### src/rtl/tslot_tx.sv
module tslot_tx #(
  parameter int SW   = 24,
  parameter int DIVW = 4
) (
  input  logic            clk,
  input  logic            rst_n,
  input  logic            master_en,
  input  logic [1:0]      word_sel,
  input  logic            dual_ch,
  input  logic            add_word,
  input  logic [DIVW-1:0] clk_div,
  input  logic [SW-1:0]   a_i,
  input  logic [SW-1:0]   a_q,
  input  logic [SW-1:0]   b_i,
  input  logic [SW-1:0]   b_q,
  input  logic            smp_stb,
  input  logic [31:0]     rd_word,
  input  logic            rd_stb,
  input  logic            bclk_in,
  input  logic            slot_go,
  output logic            bclk_out,
  output logic            ser_out,
  output logic            slot_last,
  output logic            overrun,
  output logic            word_err
);
  localparam int WMAX = 32;
  localparam int PADW = WMAX - SW;

  logic [DIVW-1:0]     hcnt, half;
  logic                bclk_q;
  logic [2:0]          bc_s;
  logic [1:0]          go_s;
  logic                busy, pend, rd_pend, err_q, ovr_q, out_q, last_q;
  logic [2:0]          widx, nw, nsmp, nxt;
  logic [5:0]          bcnt, wlen;
  logic [WMAX-1:0]     shreg, rd_buf, h_rd, nxt_word;
  logic [3:0][SW-1:0]  h_smp;
  logic                h_div, h_app;
  logic                tick, ev_rise, ev_fall, bad_sel, start, last_bit, last_word;

  assign half      = (clk_div == '0) ? DIVW'(1) : clk_div;
  assign tick      = master_en && (hcnt >= half - DIVW'(1));
  assign ev_rise   = master_en ? (tick & ~bclk_q) : (bc_s[1] & ~bc_s[2]);
  assign ev_fall   = master_en ? (tick & bclk_q)  : (~bc_s[1] & bc_s[2]);
  assign bad_sel   = (word_sel == 2'b11);
  assign start     = ev_fall & ~busy & ~bad_sel & (master_en ? pend : go_s[1]);
  assign nsmp      = h_div ? 3'd4 : 3'd2;
  assign nw        = nsmp + {2'b00, h_app};
  assign nxt       = widx + 3'd1;
  assign last_bit  = (bcnt == wlen - 6'd1);
  assign last_word = (widx == nw - 3'd1);
  assign nxt_word  = (nxt < nsmp) ? (WMAX'(h_smp[nxt[1:0]]) << PADW) : h_rd;

  always_comb begin
    case (word_sel)
      2'b00:   wlen = 6'd16;
      2'b01:   wlen = 6'd24;
      default: wlen = 6'd32;
    endcase
  end

  always_ff @(posedge clk or negedge rst_n) begin
    if (!rst_n) begin
      hcnt   <= '0;
      bclk_q <= 1'b0;
    end else if (!master_en) begin
      hcnt   <= '0;
      bclk_q <= 1'b0;
    end else if (tick) begin
      hcnt   <= '0;
      bclk_q <= ~bclk_q;
    end else begin
      hcnt   <= hcnt + DIVW'(1);
    end
  end

  always_ff @(posedge clk or negedge rst_n) begin
    if (!rst_n) begin
      bc_s <= '0;
      go_s <= '0;
    end else begin
      bc_s <= {bc_s[1:0], bclk_in};
      go_s <= {go_s[0], slot_go};
    end
  end

  always_ff @(posedge clk or negedge rst_n) begin
    if (!rst_n) begin
      busy    <= 1'b0;
      pend    <= 1'b0;
      rd_pend <= 1'b0;
      rd_buf  <= '0;
      err_q   <= 1'b0;
      ovr_q   <= 1'b0;
      out_q   <= 1'b0;
      last_q  <= 1'b0;
      widx    <= '0;
      bcnt    <= '0;
      shreg   <= '0;
      h_smp   <= '0;
      h_rd    <= '0;
      h_div   <= 1'b0;
      h_app   <= 1'b0;
    end else begin
      err_q   <= bad_sel;
      rd_pend <= (rd_pend & ~start) | rd_stb;
      if (rd_stb) rd_buf <= rd_word;
      pend    <= master_en & ((pend & ~start) | smp_stb);
      if (smp_stb && busy) ovr_q <= 1'b1;

      if (bad_sel) begin
        busy   <= 1'b0;
        out_q  <= 1'b0;
        last_q <= 1'b0;
      end else if (start) begin
        busy  <= 1'b1;
        widx  <= '0;
        bcnt  <= '0;
        shreg <= WMAX'(a_i) << PADW;
        h_smp <= {b_q, b_i, a_q, a_i};
        h_rd  <= rd_pend ? rd_buf : '0;
        h_div <= dual_ch;
        h_app <= add_word | rd_pend;
      end else if (ev_rise) begin
        if (busy) begin
          out_q  <= shreg[WMAX-1];
          last_q <= last_bit & last_word;
          if (last_bit) begin
            bcnt  <= '0;
            widx  <= nxt;
            shreg <= nxt_word;
            if (last_word) busy <= 1'b0;
          end else begin
            bcnt  <= bcnt + 6'd1;
            shreg <= shreg << 1;
          end
        end else begin
          out_q  <= 1'b0;
          last_q <= 1'b0;
        end
      end
    end
  end

  assign bclk_out  = master_en & bclk_q;
  assign ser_out   = out_q;
  assign slot_last = last_q;
  assign overrun   = ovr_q;
  assign word_err  = err_q;

  AST_OVR_STICKY: assert property (@(posedge clk) disable iff (!rst_n) overrun |=> overrun);
  AST_BAD_SEL_SILENT: assert property (@(posedge clk) disable iff (!rst_n) word_err |-> (!ser_out && !slot_last));
  AST_LAST_ON_RISE: assert property (@(posedge clk) disable iff (!rst_n) (master_en && $rose(slot_last)) |-> bclk_out);
  AST_DATA_IN_FRAME: assert property (@(posedge clk) disable iff (!rst_n) $rose(ser_out) |-> $past(busy));
endmodule

### config.mk
export PLATFORM = sky130hd
export DESIGN_NAME = tslot_tx
export DESIGN_NICKNAME = d
export VERILOG_FILES = /design/src/rtl/tslot_tx.sv
export SDC_FILE = /design/constraint.sdc
export NUM_CORES = 1
export LEC_CHECK = 0
export BUFFER_PORTS_ARGS = -buffer_cell sky130_fd_sc_hd__buf_2
export CAP_MARGIN = 20
export CORE_ASPECT_RATIO = 1.4
export CORE_UTILIZATION = 52
export DETAILED_ROUTE_END_ITERATION = 12
export GPL_TIMING_DRIVEN = 0
export PLACE_DENSITY = 0.87
export REMOVE_ABC_BUFFERS = 1
export SYNTH_ARGS = -nofsm -noshare
export SYNTH_HDL_FRONTEND = slang
export SYNTH_SLANG_ARGS = --single-unit
### constraint.sdc
create_clock -name clk -period 2.5 [get_ports clk]
set_clock_uncertainty 0.2 [all_clocks]
set_input_delay 0.25 -clock clk [delete_from_list [all_inputs] [get_ports clk]]
set_output_delay 0.25 -clock clk [all_outputs]
set_load 0.005 [all_outputs]
# --- After elaboration in Yosys (flattened, before gate mapping) ---
# Index checks and enable logic that the tools add are counted.
totals:
  out_inout_bits: 5
  in_bits: 143
  regBits: 220
classes:
  n_bitwise: 21
  mux: 40
  n_lt_le_gt_ge: 3
  n_eq_ne: 6
  addsub: 7
  reduce_logical: 13
ops:
  columns: ["operator", "count"]
  rows:
  - ["$mux 32", 6]
  - ["$bmux 24 s2", 1]
  - ["$mux 24", 1]
  - ["$mux 6", 4]
  - ["$mux 1", 19]
  - ["$mux 3", 5]
  - ["$and 1x1->1", 12]
  - ["$mux 4", 3]
  - ["$pmux 6 s2", 1]
  - ["$reduce_bool 2->1", 4]
  - ["$add 6x1->6 const B", 1]
  - ["$eq 6x6->1", 1]
  - ["$not 1->1", 6]
  - ["$sub 6x1->6 const B", 1]
  - ["$add 4x1->4 const B", 1]
  - ["$ge 4x4->1", 1]
  - ["$logic_not 4->1", 1]
  - ["$reduce_and 2->1", 2]
  - ["$reduce_and 4->1", 1]
  - ["$sub 4x1->4 const B", 1]
  - ["$add 3x1->3", 1]
  - ["$add 3x1->3 const B", 1]
  - ["$eq 3x3->1", 1]
  - ["$lt 2x3->1 const B", 1]
  - ["11 further kinds", 14]

# --- Logic depth before layout (Yosys ltp) ---
depth:
  ltp_word: 14
  mapped_depth: 12
  depth_no_buf: 9

# --- Worst setup path after synthesis ---
# No wires, ideal clock.
synth_timing:
  path_kind: "input -> register"
  startpoint: "input clk_div[1]"
  endpoint: "register h_smp[10] (netlist name)"
  path_slack_ns: -0.077
  stages: 12
  n_path_buf: 3
  required_ns: 2.183
  arrival_ns: 2.261
  cell_sequence: "or2_2 > nor2_1 > a21oi_1 > ha_1 > o211ai_1 > a21oi_1 > o31a_1 > buf_2 > buf_4 > buf_2 > nand2_1 > nand2_1"
synth_between:
  elab_chain_cells: 11
synth_lines:
  columns: ["item", "line_no", "text"]
  rows:
  - ["start: declaration", "11", "input logic [DIVW-1:0] clk_div,"]
  - ["$logic_not 4->1", "42", "assign half = (clk_div == '0) ? DIVW'(1) : clk_div;"]
  - ["$mux 4 *", "42", null]
  - ["$sub 4x1->4 *", "43", "assign tick = master_en && (hcnt >= half - DIVW'(1));"]
  - ["$ge 4x4->1 *", "43", null]
  - ["$logic_and 1x1->1 *", "43", null]
  - ["$and 1x1->1 *", "45", "assign ev_fall = master_en ? (tick & bclk_q) : (~bc_s[1] & bc_s[2]);"]
  - ["$mux 1 *", "45", null]
  - ["$and 1x1->1 * (3 in series)", "47", "assign start = ev_fall & ~busy & ~bad_sel & (master_en ? pend : go_s[1]);"]
  - ["$reduce_and 2->1 (no line) *", null, null]
  - ["end signal: assignment", "121", "h_smp <= {b_q, b_i, a_q, a_i};"]
  - ["end: declaration", "38", "logic [3:0][SW-1:0] h_smp;"]
# Mark *: on every way between the ends. The rest lies on a longest branch, timed or not.
# A chain may end at the register's enable or synchronous reset.

# --- Final worst setup path ---
layout_timing:
  startpoint: "register hcnt[1]"
  endpoint: "register shreg[11]"
layout_between:
  elab_chain_cells: 9
  word_cells_on_any_way: 13
  classes_between: "1 x order compare; 3 x mux; 5 x bitwise; 4 x reduce/logical"
layout_lines:
  columns: ["item", "line_no", "text"]
  rows:
  - ["start: declaration", "30", "logic [DIVW-1:0] hcnt, half;"]
  - ["start signal: assignment", "74", "hcnt <= hcnt + DIVW'(1);"]
  - ["$ge 4x4->1 *", "43", null]
  - ["$logic_and 1x1->1 *", "43", null]
  - ["$and 1x1->1", "45", null]
  - ["$mux 1", "45", null]
  - ["$and 1x1->1 (3 in series)", "47", null]
  - ["$reduce_bool 2->1 (no line)", null, null]
  - ["$reduce_and 3->1 (no line)", null, null]
  - ["end signal: assignment", "120", "shreg <= WMAX'(a_i) << PADW;"]
  - ["end signal: assignment", "132", "shreg <= nxt_word;"]
  - ["end signal: assignment", "136", "shreg <= shreg << 1;"]
  - ["end: declaration", "37", "logic [WMAX-1:0] shreg, rd_buf, h_rd, nxt_word;"]
# Marks and branches as above.

==> results_dict.tcl <==
set metrics [dict create \
    drtPass1Iterations 7 \
    hold_class "flip-flop to flip-flop" \
    hold_violations 0 \
    placed_area_mm2 0.0113 \
    vdd_drop_max_uv 708 \
    fin_crit_ns 2.70 \
    fp.dieW_um 120 \
    worst_path_most_repeated_cell "a21oi_1" \
    startpoint "hcnt[1]$_DFF_PN0_" \
    max_stage_delay_ns 0.49 \
    fin_area_mm2 0.0143 \
    setup_viol 170 \
    nets 1486 \
    htreeDepth 1 \
    antenna_found_initial 2 \
    numCtsBuffers 23 \
    ys_seq_area_share_pct 54.3 \
    clockRootBuffer "clkbuf_16" \
    num_rows 60 \
    start_kind "flip-flop" \
    cp.buffers_inverters 2 \
    postRouteAntennaNets 0 \
    grt_overflow 0 \
    cpMaxStageDelayCell "o211ai_1" \
    power_density_mw_per_mm2 887 \
    met2_wirelength_um 18200 \
    grt_pass1_vias 9875 \
    dr_wl_met3_um 2990 \
    viasPerCell 5.96 \
    pin_count 148 \
    hp-start "bc_s[0]$_DFF_PN0_" \
    cts_buffer_depth 3 \
    syn-cell-area_mm2 0.0101 \
    cp.depth 8 \
    portBuffers 147 \
    gp_congestion 0.805 \
    grt_max_degree 112 \
    r2r_slack_ns -0.20 \
    wirelength_um 35700 \
    ys_seq_elements 220 \
    finalMaxSlewViolations 0 \
    avgSynthCellArea_um2 9.88 \
    r2r-end "shreg[11]$_DFFE_PN0P_" \
    vias 9561 \
    worst_r2r_path_depth 8 \
    dp_hpwl_um 15700 \
    ys_warn_count 0 \
    tightest_slew_ns 1.00 \
    dieArea_mm2 0.0201 \
    cp_data_arrival_time_ns 2.88 \
    cts_sinks 220 \
    crit_end "shreg[11]$_DFFE_PN0P_" \
    netlist-cell-type-count 45 \
    final_cell_mix "nand2_1, dfrtp_1, buf_2" \
    wl_per_cell_um 22.3 \
    initial_core_util_pct 52.9 \
    timing.rr.start "hcnt[1]$_DFF_PN0_" \
    clk_pin_slew_ns 0.07 \
    p_leak_uw 0.00697 \
    tns_ns -11.95 \
    timing.final.ws_setup_ns -0.200 \
    clk-insertion-delay-late_ns 0.51 \
    rsz0062_at_grt "yes" \
    critPathCaptureType "flip-flop" \
    grt_usage_pct 33.5 \
    synthCells 1025 \
    post-route-util_pct 74.7 \
    path_max_fanout 46 \
    required_ns 2.68 \
    core-area_mm2 0.0191 \
    crit_family "compound AO/OA/AOI/OAI gates" \
    max_freq_mhz 370 \
    cap_violations 0 \
    drive_gt1_share_pct 26.9 \
    path_cells "ha_1, o211ai_1, a21oi_4, o31a_4, buf_4, buf_12, a21oi_1, a21oi_1" \
    status "finished with violations" \
    grt_pass1_wl_um 51700 \
    drt_iter0_drc 1015 \
    slew_headroom_pct 33.2 \
    final_common_cell "nand2_1" \
    crit_type "flip-flop to flip-flop" \
    cts_tree "done" \
    period_share_pct 108 \
    die_y_um 167 \
    syn_to_final_growth_pct 41.1 \
    top_layer "met4" \
    violations "negative setup slack" \
    post-place-ws_ns -1.22 \
    m1WireLength_um 12200 \
    drc 0 \
]
-- cell usage after synthesis, drive strengths merged --
cell type	instances	area [µm²]
a21oi	65	325
and2	3	18.8
a211oi	2	40.0
nand4	2	12.5
nor2	42	158
a21boi	1	18.8
nand2b	4	25.0
or3	3	23.8
nand4b	2	17.5
a21o	28	210
o31ai	2	20.0
a22oi	1	12.5
mux4	24	541
and3	3	18.8
ha	8	100
o21ai	10	53.8
nand3	46	230
nand4bb	1	11.3
nor3b	1	7.51
a311oi	7	61.3
a211o	1	8.76
nor3	2	15.0
or4	2	15.0
o32a	1	10.0
xor2	6	52.6
nand2	374	1400
mux2	56	631
buf	41	205
xnor2	2	17.5
inv	5	18.8
or2	1	6.26
o32ai	1	8.76
clkbuf	29	109
nor2b	1	6.26
o211ai	26	195
o31a	1	8.76
dfrtp	220	5510
a221oi	1	8.76
-- layer usage --
metal / track usage (%) / vias up
met2: 57.4 / 659
met4: 21.4 / 0
met3: 5.14 / 201
li1: - / 4085
met1: 38.9 / 4616
met5: 0 / -
-- worst min path at each step --
stage                                   end  slack [ns]  depth (start not counted)
after CTS                 go_s[1]$_DFF_PN0_        0.17                          0
after detailed placement  go_s[1]$_DFF_PN0_        0.14                          0
after global placement    bc_s[1]$_DFF_PN0_        0.14                          0
final                     bc_s[1]$_DFF_PN0_        0.18                          0
after floorplan           bc_s[0]$_DFF_PN0_       -0.25                          0
after global routing      bc_s[1]$_DFF_PN0_        0.19                          0
-- layout make-up --
cell class / count / area (µm²)
diodes: 4 / 10.0
clock buffers: 34 / 677
clock inverters: 7 / 85.1
fillers: 1147 / 4850
inverters: 5 / 18.8
multi-input cells: 732 / 4530
flip-flops and latches: 220 / 5510
well taps: 248 / 310
repair buffers: 353 / 3160
-- stage by stage --
step / std cells / power (µW) / hold WS (ns)
after floorplan: 955 / 7310 / -0.246
after global placement: 1350 / 8000 / 0.144
after detailed placement: 1369 / 8240 / 0.143
after CTS: 1570 / 12200 / 0.168
after global routing: 1601 / 13300 / 0.186
final: 1603 / 12700 / 0.184
-- sequential cells by signal (all words and copies together), names as in the netlist, 3 cells and up --
register	count
widx	3
h_smp	96
hcnt	4
bc_s	3
rd_buf	32
h_rd	32
shreg	32
bcnt	6
-- cell families after synthesis --
group | share of synthesized area [%]
flops | 54.3
mux | 11.6
buf+inv | 3.29
fa+ha+maj | 0.988
xor+xnor | 0.692
compound gates | 9.70
simple gates | 19.4
-- power breakdown --
group          switching [µW]  internal, µW  leakage [µW]
sequential                830          4830       0.00273
combinational            1690          1810       0.00386
clock                    1450          2070      0.000380
-- timing repair --
item	4_1_cts	5_1_grt
gates cloned	4	9
endpoints found under the hold margin	275	0
pin swaps	26	33
gates resized for setup	25	24
hold buffers	137	0
setup buffers	19	21
setup endpoints to repair	175	115
Power figures use the tool's default switching activity.
